## config.mk

```make
export PLATFORM = sky130hd
export DESIGN_NAME = clk_source_router
export DESIGN_NICKNAME = d
export VERILOG_FILES = /design/src/rtl/clksel_pkg.sv /design/src/rtl/clksel_ctrl.sv /design/src/rtl/clksel_datapath.sv /design/src/rtl/clk_source_router.sv
export SDC_FILE = /design/constraint.sdc
export NUM_CORES = 1
export LEC_CHECK = 0
export ABC_AREA = 1
export CORE_AREA = 2 2 64 66
export DETAILED_ROUTE_END_ITERATION = 6
export DIE_AREA = 0 0 66 68
export DONT_BUFFER_PORTS = 1
export MAX_ROUTING_LAYER = met4
export PLACE_DENSITY = 0.74
export SYNTH_ARGS = -nofsm -noshare
export SYNTH_HDL_FRONTEND = slang
export SYNTH_HIERARCHICAL = 1
export SYNTH_SLANG_ARGS = --single-unit
```

## constraint.sdc

```tcl
create_clock -name clk -period 2.4 [get_ports clk]
set_clock_uncertainty 0.15 [all_clocks]
set_input_delay 0.12 -clock clk [delete_from_list [all_inputs] [get_ports clk]]
set_output_delay 0.12 -clock clk [all_outputs]
set_load 0.01 [all_outputs]
```

## src/rtl/clksel_pkg.sv

```systemverilog
package clksel_pkg;

  // Candidate sources; the value is the bit index into the source vector.
  typedef enum logic [2:0] {
    SRC_RXPIN = 3'd0,
    SRC_TXPIN = 3'd1,
    SRC_REC   = 3'd2,
    SRC_OSC   = 3'd3,
    SRC_DIV16 = 3'd4
  } clkSrc_e;

  localparam int NUM_SRC = 5;

  // Strobes from control to datapath.
  typedef struct packed {
    logic    reload;
    clkSrc_e rxSel;
    clkSrc_e txSel;
    logic    txDrive;
  } selStrobe_t;

endpackage

```

## src/rtl/clksel_ctrl.sv

```systemverilog
module clksel_ctrl
  import clksel_pkg::*;
#(
  parameter int FACTOR_W = 10
) (
  input  logic                clk,
  input  logic [2:0]          modeSel,
  input  logic                txAltSel,
  input  logic                txPinIsOut,
  input  logic                brgBypass,
  input  logic [FACTOR_W-1:0] brgFactor,
  output selStrobe_t          strobes
);

  localparam int CFG_W = 3 + 1 + FACTOR_W;

  logic [CFG_W-1:0] cfgNow;
  logic [CFG_W-1:0] cfgPrev;
  logic             pinIsSource;

  assign cfgNow = {modeSel, brgBypass, brgFactor};

  // Tracks the configuration through reset as well, so that the first
  // compare after reset sees the previous cycle's setting.
  always_ff @(posedge clk) begin
    cfgPrev <= cfgNow;
  end

  always_comb begin
    strobes.rxSel = SRC_RXPIN;
    strobes.txSel = SRC_TXPIN;
    pinIsSource   = 1'b0;
    case (modeSel)
      3'd0: begin
        strobes.rxSel = SRC_RXPIN;
        strobes.txSel = SRC_TXPIN;
        pinIsSource   = 1'b1;
      end
      3'd1, 3'd5: begin
        strobes.rxSel = SRC_RXPIN;
        strobes.txSel = SRC_RXPIN;
      end
      3'd2, 3'd6: begin
        strobes.rxSel = SRC_REC;
        strobes.txSel = txAltSel ? SRC_DIV16 : SRC_TXPIN;
        pinIsSource   = ~txAltSel;
      end
      3'd3, 3'd7: begin
        strobes.rxSel = SRC_REC;
        strobes.txSel = SRC_REC;
      end
      default: begin
        strobes.rxSel = SRC_OSC;
        strobes.txSel = SRC_OSC;
      end
    endcase
    strobes.txDrive = txPinIsOut & ~pinIsSource;
    strobes.reload  = (cfgNow != cfgPrev);
  end

endmodule

```

## src/rtl/clksel_datapath.sv

```systemverilog
module clksel_datapath
  import clksel_pkg::*;
#(
  parameter int FACTOR_W    = 10,
  parameter int SYNC_STAGES = 2
) (
  input  logic                clk,
  input  logic                rstN,
  input  selStrobe_t          strobes,
  input  logic                brgBypass,
  input  logic [FACTOR_W-1:0] brgFactor,
  input  logic                rxClkPin,
  input  logic                txClkPin,
  input  logic                recClkEn,
  input  logic                oscTick,
  output logic                rxClkEn,
  output logic                txClkEn,
  output logic                brgOutEn,
  output logic                txPinOe,
  output logic                txPinOut
);

  localparam int CNT_W  = FACTOR_W + 1;
  localparam int DIV16  = 16;
  localparam int D16_W  = $clog2(DIV16);
  localparam int NUM_PIN = 2;

  logic [NUM_PIN-1:0] pinRaw;
  logic [NUM_PIN-1:0] pinEdge;

  assign pinRaw = {txClkPin, rxClkPin};

  // Synchronizer and rising-edge detect per pin.
  for (genvar g = 0; g < NUM_PIN; g++) begin : gPin
    logic [SYNC_STAGES:0] syncChain;
    always_ff @(posedge clk) begin
      if (!rstN) syncChain <= '0;
      else       syncChain <= {syncChain[SYNC_STAGES-1:0], pinRaw[g]};
    end
    assign pinEdge[g] = syncChain[SYNC_STAGES-1] & ~syncChain[SYNC_STAGES];
  end

  // Baud-rate divider: terminal count = ratio - 1.
  logic [CNT_W-1:0] brgLimit;
  logic [CNT_W-1:0] brgCnt;
  logic [D16_W-1:0] d16Cnt;
  logic             div16En;

  assign brgLimit = brgBypass ? '0 : {brgFactor, 1'b1};

  always_ff @(posedge clk) begin
    if (!rstN) begin
      brgCnt   <= '0;
      brgOutEn <= 1'b0;
    end else if (strobes.reload) begin
      brgCnt   <= brgLimit;
      brgOutEn <= 1'b0;
    end else if (oscTick) begin
      if (brgCnt == '0) begin
        brgCnt   <= brgLimit;
        brgOutEn <= 1'b1;
      end else begin
        brgCnt   <= brgCnt - 1'b1;
        brgOutEn <= 1'b0;
      end
    end else begin
      brgOutEn <= 1'b0;
    end
  end

  always_ff @(posedge clk) begin
    if (!rstN) begin
      d16Cnt  <= '0;
      div16En <= 1'b0;
    end else if (strobes.reload) begin
      d16Cnt  <= D16_W'(DIV16 - 1);
      div16En <= 1'b0;
    end else if (brgOutEn) begin
      if (d16Cnt == '0) begin
        d16Cnt  <= D16_W'(DIV16 - 1);
        div16En <= 1'b1;
      end else begin
        d16Cnt  <= d16Cnt - 1'b1;
        div16En <= 1'b0;
      end
    end else begin
      div16En <= 1'b0;
    end
  end

  // Source vector indexed by clkSrc_e.
  logic [NUM_SRC-1:0] srcVec;
  logic               rxPick;
  logic               txPick;

  assign srcVec = {div16En, oscTick, recClkEn, pinEdge[1], pinEdge[0]};
  assign rxPick = srcVec[strobes.rxSel];
  assign txPick = srcVec[strobes.txSel];

  always_ff @(posedge clk) begin
    if (!rstN) begin
      rxClkEn  <= 1'b0;
      txClkEn  <= 1'b0;
      txPinOe  <= 1'b0;
      txPinOut <= 1'b0;
    end else begin
      rxClkEn  <= rxPick;
      txClkEn  <= txPick;
      txPinOe  <= strobes.txDrive;
      txPinOut <= strobes.txDrive & txPick;
    end
  end

endmodule

```

## src/rtl/clk_source_router.sv

```systemverilog
module clk_source_router
  import clksel_pkg::*;
#(
  parameter int FACTOR_W    = 10,
  parameter int SYNC_STAGES = 2
) (
  input  logic                clk,
  input  logic                rstN,
  input  logic [2:0]          modeSel,
  input  logic                txAltSel,
  input  logic                txPinIsOut,
  input  logic                brgBypass,
  input  logic [FACTOR_W-1:0] brgFactor,
  input  logic                rxClkPin,
  input  logic                txClkPin,
  input  logic                recClkEn,
  input  logic                oscTick,
  output logic                rxClkEn,
  output logic                txClkEn,
  output logic                dpllRefEn,
  output logic                txPinOe,
  output logic                txPinOut
);

  selStrobe_t strobes;

  clksel_ctrl #(.FACTOR_W(FACTOR_W)) u_ctrl (
    .clk        (clk),
    .modeSel    (modeSel),
    .txAltSel   (txAltSel),
    .txPinIsOut (txPinIsOut),
    .brgBypass  (brgBypass),
    .brgFactor  (brgFactor),
    .strobes    (strobes)
  );

  clksel_datapath #(.FACTOR_W(FACTOR_W), .SYNC_STAGES(SYNC_STAGES)) u_dp (
    .clk       (clk),
    .rstN      (rstN),
    .strobes   (strobes),
    .brgBypass (brgBypass),
    .brgFactor (brgFactor),
    .rxClkPin  (rxClkPin),
    .txClkPin  (txClkPin),
    .recClkEn  (recClkEn),
    .oscTick   (oscTick),
    .rxClkEn   (rxClkEn),
    .txClkEn   (txClkEn),
    .brgOutEn  (dpllRefEn),
    .txPinOe   (txPinOe),
    .txPinOut  (txPinOut)
  );

endmodule

```

## Yosys cells after proc, flatten, opt, wreduce, memory -nomap -nowiden

Index checks and enable logic that the tools add are counted.

| cells by class | value |
|---|---|
| order comparisons | 2 |
| mux-type cells | 16 |
| bitwise gates (word level) | 11 |
| div/mod/pow operators | 0 |
| reduce and logical (&&, ||, !) cells | 10 |
| shifts and indexed selects | 0 |
| add/subtract/negate cells | 2 |
| equality and inequality tests | 7 |
| $mul | 0 |

Operators with widths:

| cell | count |
|---|---|
| two-way mux 11 bit | 4 |
| case mux 5 bit (4 select lines) | 1 |
| != test 14 bit | 1 |
| two-way mux 4 bit | 3 |
| logical NOT 11 bit | 1 |
| subtractor 11 x 1 -> 11 bit (second input constant) | 1 |
| equality test 3 bit (second input constant) | 3 |
| inverter 1 bit | 7 |
| binary-select mux 1 bit (select 3 bit) | 2 |
| equality test 3 x 2 -> 1 bit (second input constant) | 2 |
| OR reduction 2 bit | 3 |
| OR reduction 3 bit | 2 |
| AND 1 bit | 4 |
| logical NOT 4 bit | 1 |
| less-than comparator 2 x 4 -> 1 bit (second input constant) | 1 |
| less-than comparator 3 x 4 -> 1 bit (second input constant) | 1 |
| two-way mux 1 bit | 4 |
| nonzero test 2 bit | 2 |
| subtractor 4 x 1 -> 4 bit (second input constant) | 1 |
| equality test 3 x 1 -> 1 bit (second input constant) | 1 |
| logical NOT 3 bit | 1 |
| two-way mux 3 bit | 1 |
| case mux 1 bit (2 select lines) | 1 |

| storage, ports and cells | value |
|---|---|
| ROM bits | 0 |
| memories kept | 0 |
| input port bits | 22 |
| bits in latches | 0 |
| bits in registers | 41 |
| bits in writable memories | 0 |
| output and inout port bits | 5 |

## Logic depth before layout (Yosys ltp)

| logic depth | value |
|---|---|
| depth after elaboration | 6 |
| depth in mapped cells | 13 |

## Hierarchy

Netlist, hierarchy kept.

Modules (own cells, without submodules):

| module | seq. area each (um^2) | cells each | area each (um^2) | times used |
|---|---|---|---|---|
| clksel_datapath | 540.5 | 221 | 1572.8 | 1 |
| clksel_ctrl | 280.3 | 99 | 623.1 | 1 |

## Worst setup path before layout

No wires, ideal clock.

| path | value |
|---|---|
| path type | register -> register |
| from | register u_ctrl.cfgPrev[1] |
| to | register u_dp.brgCnt[7] |
| data required time | 2.133 ns |
| library setup time | 0.117 ns |
| stages on the path, launching flop included | 13 |
| slack | 0.615 ns |
| arrival time | 1.518 ns |
| path buffers | 1 |
| period minus slack after synthesis | 1.785 ns |
| cells stage by stage | dfxtp_1 > inv_1 > nand2_1 > nand2_1 > nor2_1 > nand2_1 > nor2_1 > nand2_1 > nor2_4 > clkinv_1 > buf_2 > o21ai_0 > nor2_1 |

RTL lines:

| element | line | RTL |
|---|---|---|
| start, declared | clksel_ctrl.sv:18 | `logic [CFG_W-1:0] cfgPrev;` |
| start signal, assigned | clksel_ctrl.sv:26 | `cfgPrev <= cfgNow;` |
| end signal, assigned | clksel_datapath.sv:56 | `brgCnt <= brgLimit;` |
| end signal, assigned | clksel_datapath.sv:60 | `brgCnt <= brgLimit;` |
| end signal, assigned | clksel_datapath.sv:63 | `brgCnt <= brgCnt - 1'b1;` |
| end, declared | clksel_datapath.sv:45 | `logic [CNT_W-1:0] brgCnt;` |

==> out/results.tsv <==
metric	value	unit
Yosys cell types	35	
Sw Share	27.4	%
most frequent cells in the layout	nand2_1 (88), inv_1 (60), dfxtp_1 (41)	
sequential cell area fraction in the yosys report	37.4	%
router iterations before antenna repair	4	
ANT nets after route	0	
leading cell type in the layout, fill and taps excluded	nand2_1	
gr busiest metal	met2	
Synth Flop Type	dfxtp_1	
CP cell instances	inv_1 -> nand2_1 -> nand2_1 -> nor2_1 -> nand2_1 -> nor2_1 -> nand2_1 -> nor2_4 -> clkinv_1 -> buf_4 -> o21ai_0 -> a21oi_2	
Synth top area share	37.4	%
# DRC	0	
ratio of cells with drive above 1 in the final layout	9.01	%
Slowest-stage cell, CP	dfxtp_1	
total power	1380	uW
Ys Warns	6	
I/O Pins	27	
number of synthesized register bits	41	
FMAX	491	MHz
type of the worst setup path	reg2reg	
final instance area	2510	sq um
initial antenna violation count	0	
Post-synth ARST share	0	%
Pint	1000	uW
# diodes	0	
setup TNS	0	ns
Netlist Area Pre-Place	2200	sq um
Bufs and invs on worst path	3	
CP delay by family, top	simple AND/OR/NAND/NOR gates	
EDFF count, synth	0	
sequential share of power	53.2	%
Pleak	0.00131	uW
Worst EP arrival	2.07	ns
Setup WS post-layout	0.362	ns
# setup viols final	0	
Area contributors post-synth	dfxtp_1 (37%), nand2_1 (15%), inv_1 (10%)	
number of port buffers	0	
Longest Clk Path Bufs	2	
post-DR vias/cell	4.80	
worst vdd ir	0.324	mV
Synth Area in Adders	2.28	%
initial drt markers	103	
CTS resizes	0	
Tmin final	2.04	ns
GR Util All Layers	23.0	%
Gate Count Post-Synth	320	
Max Cap Violations	0	
count of pins over their slew limit	0	
Hold Vio Cnt, Final	0	
CTS tree	built	
Clk pwr share	31.8	%
CP Max Fanout	10	
DR WL/cell	11.5	microns
Worst path most repeated cell	nand2_1	
syn avg cell area	6.86	sq um
run status	finished clean	
Startpoint Class	register	
max incr delay on CP	0.35	ns
largest family of logic cells by synthesized area	simple AND/OR/NAND/NOR gates	
Initial Util	56.9	%
HPWL after detailed placement	3140	microns
combinational share of power	15.0	%
actual slew at the worst max-slew pin	0.580	ns
Net Sw Power	377	uW
Synth Area in XOR/XNOR	3.19	%
DR vias	1892	
RSZ-0062 raised after global routing	false	
Syn Nets	346	
vias in the first global route	1740	
clk sinks	41	
H-Tree Depth	2	
Placed Area	2220	sq um
hold_ws	0.0220	ns
Slew HR	61.2	%
CP endpoint kind	register	
met3 usage	5.43	%
total grt overflow	0	
NumNets Final	369	
simple-gate share of the synthesized area	30.9	%
area of the core	3860	sq um
Synth area leader	dfxtp_1	
Worst-Skew Late Latency	0.29	ns
met1 Track Usage GR	28.8	%
largest net degree at the start of global routing	18	
Post-Route WL	4520	microns
Placer Congestion	0.879	
chip height	68	microns
Root Buffer	clkbuf_8	
number of CTS-inserted buffers	5	
Area Growth Syn to Fin	14.2	%
worst min path class	in2reg	
post-synthesis compound-gate area fraction	13.0	%
post-synthesis mux area share	0	%
first-pass GRT wire length	7650	microns
grt met2 use	37.6	%
Clock Pin Slew Worst Setup and Hold Paths	0.08	ns
pre-CTS setup slack	0.428	ns
Die ar.	4490	sq um
Req. time, crit path	2.43	ns
Die W	66	microns
row cnt	23	
Final Cycle Share	84.9	%
Fillers	342	
cell area power density	549	nW/um^2
-- synthesized netlist by cell type (3+ instances only) --
cell     number
nor2_1       30
inv_1        60
nand3_1      17
xor2_1        6
nor2_4        3
a21oi_2       6
dfxtp_1      41
o21ai_2       4
ha_1          4
a21oi_1      12
o21ai_0      20
nand2_1      88
-- power by group through the flow --
stage	logic (uW)	clock network (uW)	registers (uW)
2_1_floorplan	150	0	745
3_3_place_gp	166	0	748
3_5_place_dp	170	0	749
4_1_cts	206	454	733
5_1_grt	238	489	737
6_report	207	438	733
-- cells by family (layout without fill, tap and decap cells) --
logic type,after synthesis,count (layout)
AOI/OAI and AO/OA,47,47
xor gates and xnor gates,8,8
DFF,41,41
and+or+nand+nor,150,150
buffers and inverters,69,93
adders and majority gates,4,4
other,1,1
-- through the flow --
step,cells,util (%)
2_1_floorplan,320,-
3_3_place_gp,366,57.6
3_5_place_dp,366,57.6
4_1_cts,394,65.1
5_1_grt,394,65.1
6_report,394,65.1
-- path summary, 6_finish.rpt --
kind	to	slack (ns)	from	cells past startpoint
setup / recovery	u_dp/brgCnt[4]$_SDFFE_PN0P_	0.36	u_ctrl/cfgPrev[4]$_DFF_P_	12
hold / removal	u_dp/txPinOe$_SDFF_PN0_	0.02	modeSel[1]	5
setup reg to reg	u_dp/brgCnt[4]$_SDFFE_PN0P_	0.36	u_ctrl/cfgPrev[4]$_DFF_P_	12
hold reg to reg	u_dp/gPin[1].syncChain[1]$_SDFF_PN0_	0.27	u_dp/gPin[1].syncChain[0]$_SDFF_PN0_	2
-- area by class of cell --
cell class	instances	area [sq um]	area share, %
clock buffers	5	68.8	2.74
clock inverters	3	17.5	0.698
inverters	63	236	9.43
multi-input cells	210	1090	43.3
flip-flops and latches	41	821	32.7
well taps	50	62.6	2.49
repair buffers	22	215	8.58
-- flip-flops by register name, summed over array words and instances, names as in the netlist --
| register | flops |
|---|---|
| u_dp/gPin.syncChain | 6 |
| u_dp/brgCnt | 11 |
| u_dp/txPinOut | 1 |
| u_dp/div16En | 1 |
| u_dp/rxClkEn | 1 |
| u_dp/d16Cnt | 4 |
| u_ctrl/cfgPrev | 14 |
| u_dp/txPinOe | 1 |
| u_dp/brgOutEn | 1 |
| u_dp/txClkEn | 1 |
-- metal layers --
layer	up-vias	part of all wire, %
met4	0	0.42
met2	29	47
met3	3	4.1
li1	1024	-
met5	-	0
met1	836	48
-- worst register-to-register path, cell delays in order, from the launching register on --
cell      delay (ns)
dfxtp_1         0.35
inv_1           0.05
nand2_1         0.05
nand2_1         0.05
nor2_1          0.10
nand2_1         0.07
nor2_1          0.12
nand2_1         0.18
nor2_4          0.24
clkinv_1        0.11
buf_4           0.19
o21ai_0         0.21
a21oi_2         0.05
-- timing repair --
action / 4_1_cts / 5_1_grt
setup buffers: 0 / 0
hold buffers: 20 / 0
endpoints found under the hold margin: 37 / 0
Note: power is estimated with default switching activity, not from simulation.
